## src/rtl/mbox_seq_pkg.sv

```systemverilog
package mbox_seq_pkg;

  localparam logic [7:0] RSP_OK   = 8'h01;
  localparam logic [7:0] RSP_FAIL = 8'hFF;

  typedef enum logic [2:0] {
    OP_NONE,
    OP_RD_RSP,
    OP_WR_CLR,
    OP_WR_ARG,
    OP_WR_MSG,
    OP_WR_REARM,
    OP_RD_ARG
  } busOp_e;

  typedef struct packed {
    busOp_e op;
    logic   latchReq;
    logic   clearOut;
    logic   setOk;
    logic   loadRetry;
    logic   decRetry;
    logic   loadGap;
    logic   decGap;
    logic   latchCode;
    logic   latchResult;
    logic   setTimeout;
  } ctlStrobes_t;

endpackage

```

## src/rtl/mbox_seq_dp.sv

```systemverilog
module mbox_seq_dp
  import mbox_seq_pkg::*;
#(
  parameter int ADDR_W = 8,
  parameter int DATA_W = 32,
  parameter int CODE_W = 8,
  parameter int CMD_W  = 8,
  parameter int IVL_W  = 16,
  parameter int RTY_W  = 24,
  parameter logic [ADDR_W-1:0] MSG_ADDR = 8'h10,
  parameter logic [ADDR_W-1:0] ARG_ADDR = 8'h14,
  parameter logic [ADDR_W-1:0] RSP_ADDR = 8'h18
) (
  input  logic              clk,
  input  logic              rstN,
  input  ctlStrobes_t       strb,
  input  logic [CMD_W-1:0]  reqCmd,
  input  logic [DATA_W-1:0] reqArg,
  input  logic [IVL_W-1:0]  pollInterval,
  input  logic [RTY_W-1:0]  pollRetries,
  input  logic [DATA_W-1:0] busRdata,
  output logic              busWrite,
  output logic [ADDR_W-1:0] busAddr,
  output logic [DATA_W-1:0] busWdata,
  output logic              retryZero,
  output logic              gapZero,
  output logic              ivlZero,
  output logic              rspNonZero,
  output logic              rspIsFail,
  output logic [CODE_W-1:0] doneCode,
  output logic [DATA_W-1:0] doneResult,
  output logic              doneTimeout
);

  localparam logic [DATA_W-1:0] OK_WORD = DATA_W'(RSP_OK);

  logic [CMD_W-1:0]  cmdQ;
  logic [DATA_W-1:0] argQ;
  logic [RTY_W-1:0]  retryCnt;
  logic [IVL_W-1:0]  gapCnt;

  always_ff @(posedge clk or negedge rstN) begin
    if (!rstN) begin
      cmdQ <= '0;
      argQ <= '0;
    end else if (strb.latchReq) begin
      cmdQ <= reqCmd;
      argQ <= reqArg;
    end
  end

  always_ff @(posedge clk or negedge rstN) begin
    if (!rstN) begin
      retryCnt <= '0;
    end else if (strb.loadRetry) begin
      retryCnt <= pollRetries;
    end else if (strb.decRetry) begin
      retryCnt <= retryCnt - 1'b1;
    end
  end

  always_ff @(posedge clk or negedge rstN) begin
    if (!rstN) begin
      gapCnt <= '0;
    end else if (strb.loadGap) begin
      gapCnt <= pollInterval - 1'b1;
    end else if (strb.decGap) begin
      gapCnt <= gapCnt - 1'b1;
    end
  end

  always_ff @(posedge clk or negedge rstN) begin
    if (!rstN) begin
      doneCode    <= '0;
      doneResult  <= '0;
      doneTimeout <= 1'b0;
    end else begin
      if (strb.clearOut) begin
        doneCode    <= '0;
        doneResult  <= '0;
        doneTimeout <= 1'b0;
      end
      if (strb.setOk)       doneCode    <= CODE_W'(RSP_OK);
      if (strb.latchCode)   doneCode    <= busRdata[CODE_W-1:0];
      if (strb.latchResult) doneResult  <= busRdata;
      if (strb.setTimeout)  doneTimeout <= 1'b1;
    end
  end

  assign retryZero  = (retryCnt == '0);
  assign gapZero    = (gapCnt == '0);
  assign ivlZero    = (pollInterval == '0);
  assign rspNonZero = (busRdata != '0);
  assign rspIsFail  = (busRdata[CODE_W-1:0] == CODE_W'(RSP_FAIL));

  always_comb begin
    busWrite = 1'b0;
    busAddr  = RSP_ADDR;
    busWdata = '0;
    case (strb.op)
      OP_WR_CLR:   begin busWrite = 1'b1; busAddr = RSP_ADDR; busWdata = '0; end
      OP_WR_ARG:   begin busWrite = 1'b1; busAddr = ARG_ADDR; busWdata = argQ; end
      OP_WR_MSG:   begin busWrite = 1'b1; busAddr = MSG_ADDR; busWdata = DATA_W'(cmdQ); end
      OP_WR_REARM: begin busWrite = 1'b1; busAddr = RSP_ADDR; busWdata = OK_WORD; end
      OP_RD_ARG:   begin busAddr = ARG_ADDR; end
      default:     begin busAddr = RSP_ADDR; end
    endcase
  end

  // the gap counter is never stepped below zero
  assert_gap_no_underflow_R2: assert property (@(posedge clk) disable iff (!rstN)
    strb.decGap |-> !gapZero);

  // the retry budget is never stepped below zero
  assert_retry_no_underflow_R3: assert property (@(posedge clk) disable iff (!rstN)
    strb.decRetry |-> !retryZero);

  // a latched code always comes from a nonzero response
  assert_code_nonzero_R5: assert property (@(posedge clk) disable iff (!rstN)
    strb.latchCode |=> (doneCode != '0));

endmodule

```

## src/rtl/mbox_seq_ctl.sv

```systemverilog
module mbox_seq_ctl
  import mbox_seq_pkg::*;
(
  input  logic        clk,
  input  logic        rstN,
  input  logic        reqValid,
  output logic        reqReady,
  input  logic        present,
  input  logic        noTimeout,
  input  logic        busReady,
  output logic        busValid,
  input  logic        retryZero,
  input  logic        gapZero,
  input  logic        ivlZero,
  input  logic        rspNonZero,
  input  logic        rspIsFail,
  output logic        doneValid,
  output ctlStrobes_t strb
);

  typedef enum logic [3:0] {
    S_IDLE, S_PRE_RD, S_PRE_GAP, S_CLR, S_ARG, S_MSG,
    S_POST_RD, S_POST_GAP, S_REARM, S_PARAM, S_DONE
  } state_e;

  state_e state, stateNext;
  logic   secondWait, secondSet, secondClr;
  logic   budgetOut;

  assign budgetOut = retryZero && !noTimeout;

  always_ff @(posedge clk or negedge rstN) begin
    if (!rstN) begin
      state      <= S_IDLE;
      secondWait <= 1'b0;
    end else begin
      state <= stateNext;
      if (secondClr)      secondWait <= 1'b0;
      else if (secondSet) secondWait <= 1'b1;
    end
  end

  always_comb begin
    stateNext = state;
    strb      = '0;
    strb.op   = OP_NONE;
    secondSet = 1'b0;
    secondClr = 1'b0;
    reqReady  = 1'b0;
    doneValid = 1'b0;
    case (state)
      S_IDLE: begin
        reqReady = 1'b1;
        if (reqValid) begin
          strb.latchReq = 1'b1;
          strb.clearOut = 1'b1;
          if (!present) begin
            strb.setOk = 1'b1;
            stateNext  = S_DONE;
          end else begin
            strb.loadRetry = 1'b1;
            stateNext      = S_PRE_RD;
          end
        end
      end
      S_PRE_RD: begin
        strb.op = OP_RD_RSP;
        if (busReady) begin
          if (rspNonZero) begin
            stateNext = S_CLR;
          end else if (budgetOut) begin
            strb.setTimeout = 1'b1;
            stateNext       = S_DONE;
          end else begin
            strb.decRetry = !noTimeout;
            strb.loadGap  = !ivlZero;
            stateNext     = ivlZero ? S_PRE_RD : S_PRE_GAP;
          end
        end
      end
      S_PRE_GAP: begin
        if (gapZero) stateNext = S_PRE_RD;
        else strb.decGap = 1'b1;
      end
      S_CLR: begin
        strb.op = OP_WR_CLR;
        if (busReady) stateNext = S_ARG;
      end
      S_ARG: begin
        strb.op = OP_WR_ARG;
        if (busReady) stateNext = S_MSG;
      end
      S_MSG: begin
        strb.op = OP_WR_MSG;
        if (busReady) begin
          strb.loadRetry = 1'b1;
          secondClr      = 1'b1;
          stateNext      = S_POST_RD;
        end
      end
      S_POST_RD: begin
        strb.op = OP_RD_RSP;
        if (busReady) begin
          if (rspNonZero) begin
            strb.latchCode = 1'b1;
            stateNext = (!secondWait && rspIsFail) ? S_REARM : S_PARAM;
          end else if (budgetOut) begin
            if (secondWait) begin
              stateNext = S_PARAM;
            end else begin
              strb.setTimeout = 1'b1;
              strb.loadRetry  = 1'b1;
              secondSet       = 1'b1;
              strb.loadGap    = !ivlZero;
              stateNext       = ivlZero ? S_POST_RD : S_POST_GAP;
            end
          end else begin
            strb.decRetry = !noTimeout;
            strb.loadGap  = !ivlZero;
            stateNext     = ivlZero ? S_POST_RD : S_POST_GAP;
          end
        end
      end
      S_POST_GAP: begin
        if (gapZero) stateNext = S_POST_RD;
        else strb.decGap = 1'b1;
      end
      S_REARM: begin
        strb.op = OP_WR_REARM;
        if (busReady) stateNext = S_DONE;
      end
      S_PARAM: begin
        strb.op = OP_RD_ARG;
        if (busReady) begin
          strb.latchResult = 1'b1;
          stateNext        = S_DONE;
        end
      end
      S_DONE: begin
        doneValid = 1'b1;
        stateNext = S_IDLE;
      end
      default: stateNext = S_IDLE;
    endcase
  end

  assign busValid = (strb.op != OP_NONE);

  // completion is a single-cycle pulse
  assert_done_pulse_R10: assert property (@(posedge clk) disable iff (!rstN)
    doneValid |=> !doneValid);

  // an absent controller completes in the next cycle
  assert_absent_fast_R9: assert property (@(posedge clk) disable iff (!rstN)
    (reqValid && reqReady && !present) |=> doneValid);

  // no bus activity while waiting for a request
  assert_idle_quiet_R9: assert property (@(posedge clk) disable iff (!rstN)
    reqReady |-> !busValid);

endmodule

```

## src/rtl/mbox_cmd_seq.sv

```systemverilog
module mbox_cmd_seq
  import mbox_seq_pkg::*;
#(
  parameter int ADDR_W = 8,
  parameter int DATA_W = 32,
  parameter int CODE_W = 8,
  parameter int CMD_W  = 8,
  parameter int IVL_W  = 16,
  parameter int RTY_W  = 24,
  parameter logic [ADDR_W-1:0] MSG_ADDR = 8'h10,
  parameter logic [ADDR_W-1:0] ARG_ADDR = 8'h14,
  parameter logic [ADDR_W-1:0] RSP_ADDR = 8'h18
) (
  input  logic              clk,
  input  logic              rstN,
  input  logic              reqValid,
  output logic              reqReady,
  input  logic [CMD_W-1:0]  reqCmd,
  input  logic [DATA_W-1:0] reqArg,
  input  logic              present,
  input  logic              noTimeout,
  input  logic [IVL_W-1:0]  pollInterval,
  input  logic [RTY_W-1:0]  pollRetries,
  output logic              busValid,
  input  logic              busReady,
  output logic              busWrite,
  output logic [ADDR_W-1:0] busAddr,
  output logic [DATA_W-1:0] busWdata,
  input  logic [DATA_W-1:0] busRdata,
  output logic              doneValid,
  output logic [CODE_W-1:0] doneCode,
  output logic [DATA_W-1:0] doneResult,
  output logic              doneTimeout
);

  ctlStrobes_t strb;
  logic retryZero, gapZero, ivlZero, rspNonZero, rspIsFail;

  mbox_seq_ctl u_ctl (
    .clk        (clk),
    .rstN       (rstN),
    .reqValid   (reqValid),
    .reqReady   (reqReady),
    .present    (present),
    .noTimeout  (noTimeout),
    .busReady   (busReady),
    .busValid   (busValid),
    .retryZero  (retryZero),
    .gapZero    (gapZero),
    .ivlZero    (ivlZero),
    .rspNonZero (rspNonZero),
    .rspIsFail  (rspIsFail),
    .doneValid  (doneValid),
    .strb       (strb)
  );

  mbox_seq_dp #(
    .ADDR_W(ADDR_W), .DATA_W(DATA_W), .CODE_W(CODE_W), .CMD_W(CMD_W),
    .IVL_W(IVL_W), .RTY_W(RTY_W),
    .MSG_ADDR(MSG_ADDR), .ARG_ADDR(ARG_ADDR), .RSP_ADDR(RSP_ADDR)
  ) u_dp (
    .clk          (clk),
    .rstN         (rstN),
    .strb         (strb),
    .reqCmd       (reqCmd),
    .reqArg       (reqArg),
    .pollInterval (pollInterval),
    .pollRetries  (pollRetries),
    .busRdata     (busRdata),
    .busWrite     (busWrite),
    .busAddr      (busAddr),
    .busWdata     (busWdata),
    .retryZero    (retryZero),
    .gapZero      (gapZero),
    .ivlZero      (ivlZero),
    .rspNonZero   (rspNonZero),
    .rspIsFail    (rspIsFail),
    .doneCode     (doneCode),
    .doneResult   (doneResult),
    .doneTimeout  (doneTimeout)
  );

  // a stalled request holds its address, direction and data
  assert_bus_hold_R11: assert property (@(posedge clk) disable iff (!rstN)
    (busValid && !busReady) |=> (busValid && $stable(busAddr) &&
                                 $stable(busWrite) && $stable(busWdata)));

endmodule

```

## config.mk

```make
export PLATFORM = sky130hd
export DESIGN_NAME = mbox_cmd_seq
export DESIGN_NICKNAME = d
export VERILOG_FILES = /design/src/rtl/mbox_seq_pkg.sv /design/src/rtl/mbox_seq_dp.sv /design/src/rtl/mbox_seq_ctl.sv /design/src/rtl/mbox_cmd_seq.sv
export SDC_FILE = /design/constraint.sdc
export NUM_CORES = 1
export LEC_CHECK = 0
export BUFFER_PORTS_ARGS = -buffer_cell sky130_fd_sc_hd__buf_2
export CAP_MARGIN = 20
export CORE_MARGIN = 4
export CORE_UTILIZATION = 30
export CTS_CLUSTER_SIZE = 24
export DETAILED_ROUTE_END_ITERATION = 7
export PLACE_DENSITY = 0.6
export SLEW_MARGIN = 40
export SYNTH_ARGS = -nofsm -noshare
export SYNTH_HDL_FRONTEND = slang
export SYNTH_HIERARCHICAL = 1
export SYNTH_SLANG_ARGS = --single-unit
```

## constraint.sdc

```tcl
create_clock -name clk -period 13 [get_ports clk]
set_input_delay 1.3 -clock clk [delete_from_list [all_inputs] [get_ports clk]]
set_output_delay 1.3 -clock clk [all_outputs]
set_load 0.02 [all_outputs]
```

Word level (Yosys, flattened, before mapping). Cells that the tools add are included.

Flip-flop bits (word level): 126. Input port bits: 118. Output and inout bits: 85. Logic and storage cells: 129.

Add/sub/neg operators: 3. Eq/ne operators: 25. Multiplexer cells: 69. Reductions and logical operators: 23.

Operator list (number): $pmux 32 s3 (1); $mux 32 (2); $mux 4 (16); $mux 24 (2); $pmux 4 s9 (1); $logic_not 16->1 (2); $mux 16 (2); $reduce_bool 32->1 (1); $sub 16x1->16 const B (2); $mux 1 (30); $logic_not 24->1 (1); $mux 8 (3); $sub 24x1->24 const B (1); $pmux 3 s6 (1); $eq 4x3->1 const B (4); $ne 2x2->1 const B (8); $eq 4x4->1 const B (3); $reduce_bool 2->1 (5); $eq 3x3->1 const B (3); $mux 3 (3); $reduce_and 9->1 (1); $eq 4x2->1 const B (2); $eq 8x8->1 const B (1); $mux 2 (4); other kinds (13) (21).

Logic depth before layout (Yosys ltp). Gate-level depths: netlist of run 1.

Depth in word-level cells: 9. Mapped depth: 19. Gate-level depth less buffers: 15.

Modules after synthesis. The synthesis of run 1 kept the hierarchy.

By module, submodules not included: mbox_seq_dp (times used 1, cells each 559, area each 6010.8 µm², sequential area each 3027.9 µm²); mbox_seq_ctl (times used 1, cells each 92, area each 639.4 µm², sequential area each 125.1 µm²).

Worst setup path after synthesis of run 1. Ideal clock, no wire load.

Path type: input to register. From: input busRdata[12]. To: register u_dp.gapCnt[10]. Library setup time: 135 ps. Data arrival time: 4697 ps. Required time: 12865 ps. Slack: 8168 ps. Cell stages on the path: 15. Buffers on the path: 4. Cell sequence: nor4_1 -> nand4_1 -> or2_2 -> nand2b_1 -> nor4_1 -> buf_6 -> buf_2 -> buf_1 -> mux2i_1 -> ha_1 -> clkbuf_1 -> nand2_1 -> nor4_1 -> xnor2_1 -> o21ai_0.

RTL lines: start, declared (line mbox_cmd_seq.sv:29) `input logic [DATA_W-1:0] busRdata,`; end signal, assigned (line mbox_seq_dp.sv:66) `gapCnt <= pollInterval - 1'b1;`; end signal, assigned (line mbox_seq_dp.sv:68) `gapCnt <= gapCnt - 1'b1;`; end, declared (line mbox_seq_dp.sv:40) `logic [IVL_W-1:0] gapCnt;`.

==> results of run 1 <==
==> per-stage QoR <==
stage,utilization [%],hold slack (ns)
floorplan,-,0.472
global placement,36.0,0.466
detailed placement,36.1,0.472
CTS,38.8,0.498
global route,38.9,0.509
finish,38.9,0.489
==> cells in the mapped netlist, types with 5 or more instances <==
cell type	instances	area [um^2]
inv_1	9	33.8
buf_2	7	35.0
nor3_1	15	75.1
buf_4	8	60.1
a21oi_1	14	70.1
nand2_1	73	274
o21ai_0	41	205
dfrtp_1	126	3150
clkbuf_1	20	75.1
or3_1	7	43.8
a22o_1	39	342
nor2_1	30	113
xor2_1	35	307
mux2i_1	11	110
xnor2_1	21	184
and2_1	27	169
nand3_1	14	70.1
mux2_2	42	473
buf_1	5	18.8
nor4_1	18	113
nand2b_1	9	56.3
nor2b_1	7	43.8
nand4_1	10	62.6
==> how the worst max path moves through the flow <==
stage                                  start                          end  cells past startpoint
2_1_floorplan                   busRdata[12]  u_dp/gapCnt[10]$_DFFE_PN0P_                     15
4_1_cts        u_dp/retryCnt[14]$_DFFE_PN0P_  u_dp/gapCnt[13]$_DFFE_PN0P_                     15
3_3_place_gp                     busRdata[6]  u_dp/gapCnt[13]$_DFFE_PN0P_                     12
6_report       u_dp/retryCnt[14]$_DFFE_PN0P_  u_dp/gapCnt[13]$_DFFE_PN0P_                     15
5_1_grt        u_dp/retryCnt[14]$_DFFE_PN0P_  u_dp/gapCnt[15]$_DFFE_PN0P_                     15
3_5_place_dp                     busRdata[6]  u_dp/gapCnt[13]$_DFFE_PN0P_                     13
==> per-layer routing <==
layer	vias to the layer above	global-route usage (%)
li1	2679	-
met1	2603	19.1
met2	170	22.3
met3	22	4.48
met4	2	4.59
met5	-	0
==> cells by family after synthesis <==
kind of cell	count (synthesis)	synth area share [%]
XOR/XNOR	56	7.38
buffers and inverters	52	3.74
AND/OR/NAND/NOR	237	19.2
adder cells (fa/ha/maj)	3	0.565
flip-flops	126	47.4
multiplexers	53	8.77
other	2	0.113
AO/OA/AOI/OAI	122	12.8
==> report_power, final <==
group          total (mW)  internal [mW]  switching (mW)
sequential          0.660          0.545           0.116
clock               0.490          0.290           0.201
combinational       0.684          0.296           0.388
total                1.83           1.13           0.704
==> sequential cells by signal, summed over array words and instances, names as in the netlist <==
register	count
u_dp/cmdQ	8
u_dp/doneTimeout	1
u_dp/gapCnt	16
u_dp/retryCnt	24
u_dp/doneCode	8
u_dp/doneResult	32
u_dp/argQ	32
u_ctl/state	4
u_ctl/secondWait	1
==> cell usage in the layout (no fill, tap or decap), types with 4 or more instances in the layout <==
master and n:
xor2_1 35, or4_1 4, nand3b_1 4, conb_1 6, nand4_1 10, dfrtp_1 126
or3_1 7, mux2_2 42, nor4_1 17, a21oi_1 14, buf_2 195, mux2i_1 11
clkbuf_16 17, inv_1 9, xnor2_1 21, buf_4 6, nand3_1 14, and2_1 26
nand2_1 73, a22o_1 39, nor2_1 27, o21ai_0 41, inv_6 5, nand2b_1 9
nor3_1 14, nor2b_1 7
==> critical path, delay by kind of cell (launching register included) <==
| family | cells | cell delay [ns] |
|---|---|---|
| AND/OR/NAND/NOR | 9 | 2.80 |
| AO/OA/AOI/OAI | 2 | 0.83 |
| buffers and inverters | 2 | 0.56 |
| flip-flops | 1 | 0.40 |
| XOR/XNOR | 1 | 0.17 |
| multiplexers | 1 | 0.09 |
==> area by class of cell <==
class | instances | share of cell area (%)
clock buffers | 17 | 5.02
multi-input cells | 477 | 38.8
repair buffers | 204 | 12.4
well taps | 280 | 4.13
flip-flops and latches | 126 | 37.2
clock inverters | 15 | 2.10
inverters | 10 | 0.443
==> reports/results.tsv, run 1 <==
stage	metric	value	unit
outcome	status	finished, final reports clean	
global_route	grt_pass1_vias	5502	
critical_path	slowest_stage	a222oi_1	
routing	vias_per_cell	4.85	
clock_tree	cts_buffer_depth	2	
routing	drtIter0Drc	211	
layout	multi_input_area	0.00329	mm^2
layout	nNetsFinal	957	
clock_tree	clk_latency	0.42	ns
floorplan	die_width	157	um
clock_tree	htreeDepth	4	
critical_path	cpPeakStageDelay	0.63	ns
timing	relSlewSlack	50.1	%
layout	drive_gt1_share	35.0	%
routing	final_antenna_net_count	0	
floorplan	core	0.0218	mm^2
timing	max_freq	200	MHz
power_and_ir_drop	leakage	3.99	nW
layout	area_growth	27.5	%
clock_tree	cts.sinks	126	
synth	synthArstFlopShare	100	%
critical_path	rrSetupSlack	8.00	ns
synth	yosys_warnings	6	
placed_design	dp_hpwl	12700	um
critical_path	r2r-end	u_dp/gapCnt[13]$_DFFE_PN0P_	
synth	syn_area_per_cell	10.2	um^2
floorplan	pin_count	203	
placed_design	place_ws	7.74	ns
synth	ys_ff_latch	126	
power_and_ir_drop	power_density	216	mW/mm^2
critical_path	cp.arrival	5.28	ns
global_route	track_usage	14.4	%
synth	synth_edf_count	0	
global_route	antenna_found_initial	1	
synth	yosysSeqAreaShare	47.4	%
critical_path	cp-start-kind	register	
critical_path	ff2ff_path_depth	15	
power_and_ir_drop	ir_drop	0.0924	mV
global_route	globalRouteOverflowTotal	0	
clock_tree	hold_buffers	0	
synth	syn_area	0.00665	mm^2
timing	setup_slack	8.00	ns
critical_path	path_class	register to register	
critical_path	critPathCaptureType	register	
floorplan	fp.dieH	157	um
timing	tns	0	ns
routing	drcViolationCount	0	
clock_tree	clockRootBuffer	clkbuf_16	
clock_tree	cts-resized-gates	0	
synth	syn_inst	651	
routing	routed.top_layer	met5	
layout	nFillCells	2239	
critical_path	worst-path-max-fanout	40	
placed_design	placed_cell_area	0.00787	mm^2
timing	tightestPinTransition	0.742	ns
routing	wl_met3	1310	um
timing	setup_viol	0	
timing	rsz0062_at_grt	no	
floorplan	dieArea	0.0246	mm^2
timing	fin_skew	0.0126	ns
worst_hold_path	min_path_cells	1	
synth	synth_cell_types	62	
layout	antenna_cells	0	
routing	vias	5476	
global_route	grt_max_degree	72	
layout	regArea	0.00315	mm^2
placed_design	place_congestion	0.830	
layout	layout.cells.non_filler	1129	
floorplan	start_util	30.5	%
routing	routed_wl	17700	um
timing	fin_crit	5.00	ns
placed_design	placedCellCount	1097	
timing	hold_viol	0	
run	maxCapViolations	0	
timing	drv_slew	0	
floorplan	rows	54	
layout	final_cell_area	0.00848	mm^2
worst_hold_path	min_from	u_dp/doneTimeout$_DFFE_PN0P_	
timing	fin_crit_sh	38.5	%
routing	routedLengthMet1	7990	um
worst_hold_path	worstHoldPathType	register to register	
power_and_ir_drop	total_power	1.83	mW
routing	route.met2.wl	8130	um
global_route	grt_pass1_wl	28400	um
critical_path	critPathRequiredTime	13.28	ns
routing	drt_first_pass_iters	5	
critical_path	cp_cell_sequence	or3_1 -> nor4_1 -> nand3_1 -> nor4b_1 -> nor2b_1 -> nand2_1 -> a31oi_1 -> nor4_2 -> buf_4 -> or4_1 -> a222oi_1 -> buf_1 -> nand3_1 -> xor2_1 -> mux2i_1	
worst_hold_path	hold_path_end	u_dp/doneTimeout$_DFFE_PN0P_	
synth	ys.flop_type	dfrtp_1	
critical_path	r2r-start	u_dp/retryCnt[14]$_DFFE_PN0P_	
clock_tree	cts.clk_slew.worst_paths	0.06	ns
clock_tree	cts_buffers	17	
critical_path	critPathMostFrequentCell	nand3_1	
clock_tree	cts_setup_buffers	0	
clock_tree	tritoncts	yes	
routing	wl_per_cell	15.7	um
placed_design	io_buffer_count	196	
Note: power is estimated with default switching activity, not from simulation.
==> run 2: changes to the inputs <==
PLACE_DENSITY = 0.62   (was 0.6)
clock period = 4 ns   (was 13 ns; I/O delays follow)
==> reports/results.tsv, run 2 (synthesis gave the netlist of run 1 again) <==
stage	metric	value	unit	change
critical_path	critPathRequiredTime	4.34	ns	-8.94 ns
routing	wl_per_cell	15.7	um	about the same
timing	tightestPinTransition	0.761	ns	+0.0186 ns
power_and_ir_drop	total_power	6.08	mW	+230%
routing	drcViolationCount	0		unchanged
floorplan	core	0.0218	mm^2	unchanged
power_and_ir_drop	ir_drop	0.356	mV	+280%
routing	vias_per_cell	4.87		+0.32%
worst_hold_path	min_from	pollRetries[19]		
clock_tree	htreeDepth	4		unchanged
clock_tree	cts_buffers	17		unchanged
floorplan	fp.dieH	157	um	unchanged
critical_path	r2r-start	u_dp/retryCnt[8]$_DFFE_PN0P_		
layout	drive_gt1_share	38.7	%	+3.7 points
timing	setup_viol	0		unchanged
timing	fin_crit_sh	95.1	%	+57 points
global_route	grt_max_degree	96		+33%
floorplan	rows	54		unchanged
timing	hold_viol	0		unchanged
floorplan	die_width	157	um	unchanged
layout	top_regs	u_dp/argQ x32, u_dp/doneResult x32, u_dp/retryCnt x24		
routing	drt_first_pass_iters	6		+1
timing	drv_slew	0		unchanged
routing	drtIter0Drc	296		+40%
global_route	globalRouteOverflowTotal	0		unchanged
global_route	antenna_found_initial	1		unchanged
floorplan	dieArea	0.0246	mm^2	unchanged
layout	antenna_cells	0		unchanged
routing	routed_wl	18200	um	+2.9%
clock_tree	clockRootBuffer	clkbuf_16		
critical_path	critPathCaptureType	register		
placed_design	io_buffer_count	196		unchanged
placed_design	place_congestion	0.874		+5.4%
layout	nNetsFinal	989		+3.3%
power_and_ir_drop	leakage	4.17	nW	+4.5%
placed_design	dp_hpwl	13200	um	+4.0%
critical_path	worst-path-max-fanout	8		-80%
timing	fin_skew	0.0102	ns	-0.00241 ns
critical_path	path_class	register to register		
layout	layout_common_cells	buf_2 (195), dfrtp_1 (125), nand2_1 (72), mux2_2 (42), o21ai_0 (41)		
global_route	grt_pass1_wl	28700	um	+1.1%
critical_path	crit_start	u_dp/retryCnt[8]$_DFFE_PN0P_		
clock_tree	cts_buffer_depth	2		unchanged
outcome	status	finished, final reports clean		
power_and_ir_drop	power_density	689	mW/mm^2	+220%
run	maxCapViolations	0		unchanged
critical_path	cp.arrival	4.14	ns	-1.14 ns
clock_tree	cts.sinks	126		unchanged
timing	tns	0	ns	unchanged
clock_tree	clk_latency	0.42	ns	about the same
floorplan	pin_count	203		unchanged
global_route	track_usage	14.5	%	+0.10 points
clock_tree	tritoncts	yes		
layout	area_growth	32.8	%	
routing	final_antenna_net_count	0		unchanged
global_route	grt_pass1_vias	5649		+2.7%
critical_path	cp-start-kind	register		
layout	final_common_cell	buf_2		
routing	vias	5649		+3.2%
timing	rsz0062_at_grt	yes		
clock_tree	cts.clk_slew.worst_paths	0.07	ns	about the same
timing	max_freq	263	MHz	+32%
timing	relSlewSlack	48.8	%	-1.2 points
timing	fin_crit	3.80	ns	-1.20 ns
floorplan	start_util	30.5	%	unchanged
worst_hold_path	worstHoldPathType	input pin to register		
[run 2: cell types whose count changed in the layout (fill, tap and decap cells not counted), sizes merged]
cell | previous run | this run
clkinvlp | 3 | 0
bufinv | 2 | 0
dlygate4sd3 | 0 | 1
clkinv | 2 | 3
inv | 18 | 22
buf | 204 | 235
[run 2: path summary, 6_finish.rpt]
kind	endpoint	slack [ns]	cells past startpoint
setup / recovery	u_dp/gapCnt[15]$_DFFE_PN0P_	0.20	15
hold / removal	u_dp/retryCnt[19]$_DFFE_PN0P_	0.19	3
setup reg to reg	u_dp/gapCnt[15]$_DFFE_PN0P_	0.20	15
hold reg to reg	u_dp/doneResult[28]$_DFFE_PN0P_	0.50	1
max in group asynchronous	u_dp/doneResult[13]$_DFFE_PN0P_	2.80	3
min in group asynchronous	u_dp/retryCnt[15]$_DFFE_PN0P_	0.46	2
[run 2: metal layers]
| metal | track usage (%) | routed length (um) | vias to the layer above |
|---|---|---|---|
| li1 | - | - | 2752 |
| met3 | 4.34 | 1340 | 27 |
| met1 | 19.1 | 8120 | 2673 |
| met4 | 4.50 | 293 | 2 |
| met5 | 0 | 7 | - |
| met2 | 22.9 | 8470 | 195 |
[run 2: worst max-delay path, stage by stage, from the launching register on]
cell	delay, ns
dfrtp_2	0.45
or4_4	0.59
nor2_4	0.15
nand3_2	0.09
nor4b_2	0.29
buf_4	0.16
nor2b_4	0.15
nand2_2	0.08
a31oi_4	0.17
nor4_4	0.07
or4_4	0.54
a222oi_1	0.32
buf_4	0.22
nand4_1	0.13
xor2_1	0.19
mux2i_1	0.14
[run 2: final cells by class]
type,count,area [um^2]
clock inverter,15,166
clock buffer,17,425
sequential,126,3150
timing repair buffer,236,1330
inverter,10,37.5
fill,2186,13000
multi-input combinational,477,3370
tap,280,350
[run 2: repair_timing]
action,in CTS,in global routing
endpoints found under the hold margin,0,48
gates cloned,0,0
pin swaps,0,11
resized for setup,1,16
hold buffers,0,1
buffers inserted,0,6
endpoints found under the setup margin,2,13
[run 2: power by group]
group	internal (mW)	switching [mW]
combinational	1.06	1.34
clock	0.845	0.702
sequential	1.77	0.365
total	3.68	2.41
[run 2: metrics by stage]
stage                     cells  worst slack [ns]  area [um^2]  utilization, %  hold WS [ns]
after floorplan             655             0.124         6670               -         0.104
after global placement     1121             0.135         8070            37.0         0.471
after detailed placement   1121            0.0322         8070            37.0         0.476
after CTS                  1153           0.00519         8670            39.7        0.0342
after global routing       1161           -0.0308         8830            40.5         0.188
final                      1161             0.196         8830            40.5         0.188
==> run 3: changes to the inputs <==
CORE_UTILIZATION = 47   (was 30)
PLACE_DENSITY = 0.86   (was 0.62)
==> reports/results.tsv, run 3 (synthesis gave the netlist of run 1 again) <==
stage	metric	value	unit	change
floorplan	core	0.0139	mm^2	-36%
floorplan	fp.dieH	127	um	-19%
clock_tree	clockRootBuffer	clkbuf_16		
placed_design	place_congestion	0.969		+11%
routing	drt_first_pass_iters	5		-1
layout	final_util	61.7	%	+21 points
critical_path	cp-start-kind	register		
global_route	grt_util_met1	26.8	%	+7.7 points
timing	drv_slew	0		unchanged
timing	hold_viol	0		unchanged
timing	setup_viol	0		unchanged
clock_tree	cts.sinks	126		unchanged
clock_tree	cts_buffers	17		unchanged
power_and_ir_drop	power_frac_clock	26.9	%	+1.5 points
power_and_ir_drop	p_comb_share	37.8	%	-1.7 points
global_route	globalRouteOverflowTotal	0		unchanged
routing	drtIter0Drc	275		-7.1%
clock_tree	clk_latency	0.41	ns	about the same
layout	final_cell_area	0.00856	mm^2	-3.0%
global_route	grt_use_met2	33.2	%	+10 points
outcome	status	finished, final reports clean		
clock_tree	cts.clk_slew.worst_paths	0.06	ns	about the same
power_and_ir_drop	switching_share	36.9	%	-2.7 points
global_route	antenna_found_initial	0		-1
timing	relSlewSlack	52.5	%	+3.7 points
clock_tree	hold_buffers	0		unchanged
floorplan	dieArea	0.0161	mm^2	-35%
critical_path	cp.arrival	4.07	ns	-0.07 ns
floorplan	start_util	47.9	%	+17 points
timing	fin_crit_sh	93.6	%	-1.5 points
global_route	gr-max-usage-layer	met2		
placed_design	dp_hpwl	12300	um	-6.4%
critical_path	crit_start	u_dp/retryCnt[11]$_DFFE_PN0P_		
clock_tree	htreeDepth	4		unchanged
routing	drcViolationCount	0		unchanged
critical_path	path_class	register to register		
timing	fin_skew	0.00669	ns	-0.00350 ns
critical_path	r2r-start	u_dp/retryCnt[11]$_DFFE_PN0P_		
placed_design	io_buffer_count	196		unchanged
timing	fin_crit	3.74	ns	-0.0617 ns
power_and_ir_drop	total_power	6.06	mW	-0.32%
layout	antenna_cells	0		unchanged
clock_tree	cts-resized-gates	0		-1
placed_design	placed_cell_area	0.00789	mm^2	-2.3%
global_route	grt_pass1_wl	26900	um	-6.2%
routing	final_antenna_net_count	0		unchanged
critical_path	critPathRequiredTime	4.33	ns	about the same
layout	area_growth	28.8	%	
power_and_ir_drop	power_density	708	mW/mm^2	+2.8%
worst_hold_path	worstHoldPathType	input pin to async pin		
routing	vias	5685		+0.64%
clock_tree	cts_setup_buffers	0		unchanged
global_route	track_usage	20.6	%	+6.1 points
timing	rsz0062_at_grt	no		
timing	max_freq	267	MHz	+1.6%
power_and_ir_drop	power_frac_seq	35.3	%	+0.2 points
layout	nNetsFinal	975		-1.4%
floorplan	rows	43		-20%
clock_tree	tritoncts	yes		
clock_tree	cts_buffer_depth	2		unchanged
layout	top_regs	u_dp/argQ x32, u_dp/doneResult x32, u_dp/retryCnt x24		
routing	vias_per_cell	5.43		+12%
timing	tightestPinTransition	0.706	ns	-0.0549 ns
global_route	grt_pass1_vias	5464		-3.3%
critical_path	critPathCaptureType	register		
routing	routed_wl	16800	um	-7.9%
power_and_ir_drop	ir_drop	0.431	mV	+21%
global_route	grt_max_degree	77		-20%
power_and_ir_drop	power.internal	3.83	mW	+4.1%
timing	tns	0	ns	unchanged
layout	layout_common_cells	buf_2 (195), dfrtp_1 (126), nand2_1 (73), mux2_2 (42), o21ai_0 (41)		
floorplan	pin_count	203		unchanged
layout	drive_gt1_share	37.0	%	-1.7 points
power_and_ir_drop	leakage	4.09	nW	-1.9%
run	maxCapViolations	0		unchanged
global_route	use_met3	4.93	%	+0.58 points
layout	final_common_cell	buf_2		
power_and_ir_drop	p_sw	2.24	mW	-7.1%
routing	wl_per_cell	16.0	um	+2.2%
floorplan	die_width	127	um	-19%
critical_path	worst-path-max-fanout	8		unchanged
[run 3: cell count changes in the layout (fill, tap and decap cells not counted), moves of 3 or more]
cell and change:
buf_4 -11, clkinvlp_4 +5, inv_6 -3, inv_8 -8
bufinv_16 +4
[run 3: cell type report]
class,count,area (um^2)
Fill cell,1168,5320
Multi-Input combinational cell,477,3330
Sequential cell,126,3150
Timing Repair Buffer,222,1180
Clock buffer,19,443
Tap cell,180,225
Clock inverter,13,189
Inverter,10,37.5
[run 3: worst max-delay path: stages (launching register included)]
cell and delay [ns]:
dfrtp_1 0.41, or4_1 0.62, nor2_4 0.14, nand3_1 0.09, nor4b_2 0.23, buf_4 0.16, nor2b_4 0.15, nand2_1 0.07
a31oi_1 0.17, nor4_2 0.08, buf_4 0.20, or3_4 0.39, a222oi_1 0.33, buf_4 0.22, nand3_1 0.10, xor2_1 0.17
mux2i_1 0.14
[run 3: per-layer routing]
metal | routed length (um) | share of wire [%]
met1 | 7090 | 42
met2 | 8210 | 49
met3 | 1160 | 6.9
met4 | 333 | 2.0
met5 | 0 | 0
[run 3: path summary, 6_finish.rpt]
| check | depth (start not counted) | endpoint | slack (ns) |
|---|---|---|---|
| worst min register to register | 1 | u_dp/doneResult[21]$_DFFE_PN0P_ | 0.49 |
| min in group clk | 3 | u_dp/retryCnt[21]$_DFFE_PN0P_ | 0.20 |
| worst min-delay path | 1 | u_dp/retryCnt[19]$_DFFE_PN0P_ | 0.005 |
| worst max-delay path | 16 | u_dp/gapCnt[11]$_DFFE_PN0P_ | 0.26 |
| max in group asynchronous | 2 | u_dp/cmdQ[7]$_DFFE_PN0P_ | 3.16 |
| worst max register to register | 16 | u_dp/gapCnt[11]$_DFFE_PN0P_ | 0.26 |
[run 3: metrics by stage]
| stage | setup WS [ns] | hold slack, ns | instances |
|---|---|---|---|
| 2_1_floorplan | 0.124 | 0.104 | 655 |
| 3_3_place_gp | 0.128 | 0.467 | 1015 |
| 3_5_place_dp | 0.0793 | 0.469 | 1015 |
| 4_1_cts | 0.0468 | 0.0253 | 1047 |
| 5_1_grt | 0.00418 | 0.0589 | 1047 |
| 6_report | 0.257 | 0.00453 | 1047 |
[run 3: power by group through the flow]
stage	Combinational, mW	Sequential, mW	Clock [mW]
3_3_place_gp	2.24	2.12	0
4_1_cts	2.30	2.14	1.66
3_5_place_dp	2.29	2.15	0
2_1_floorplan	1.48	2.22	0
6_report	2.29	2.14	1.63
5_1_grt	2.50	2.22	1.72
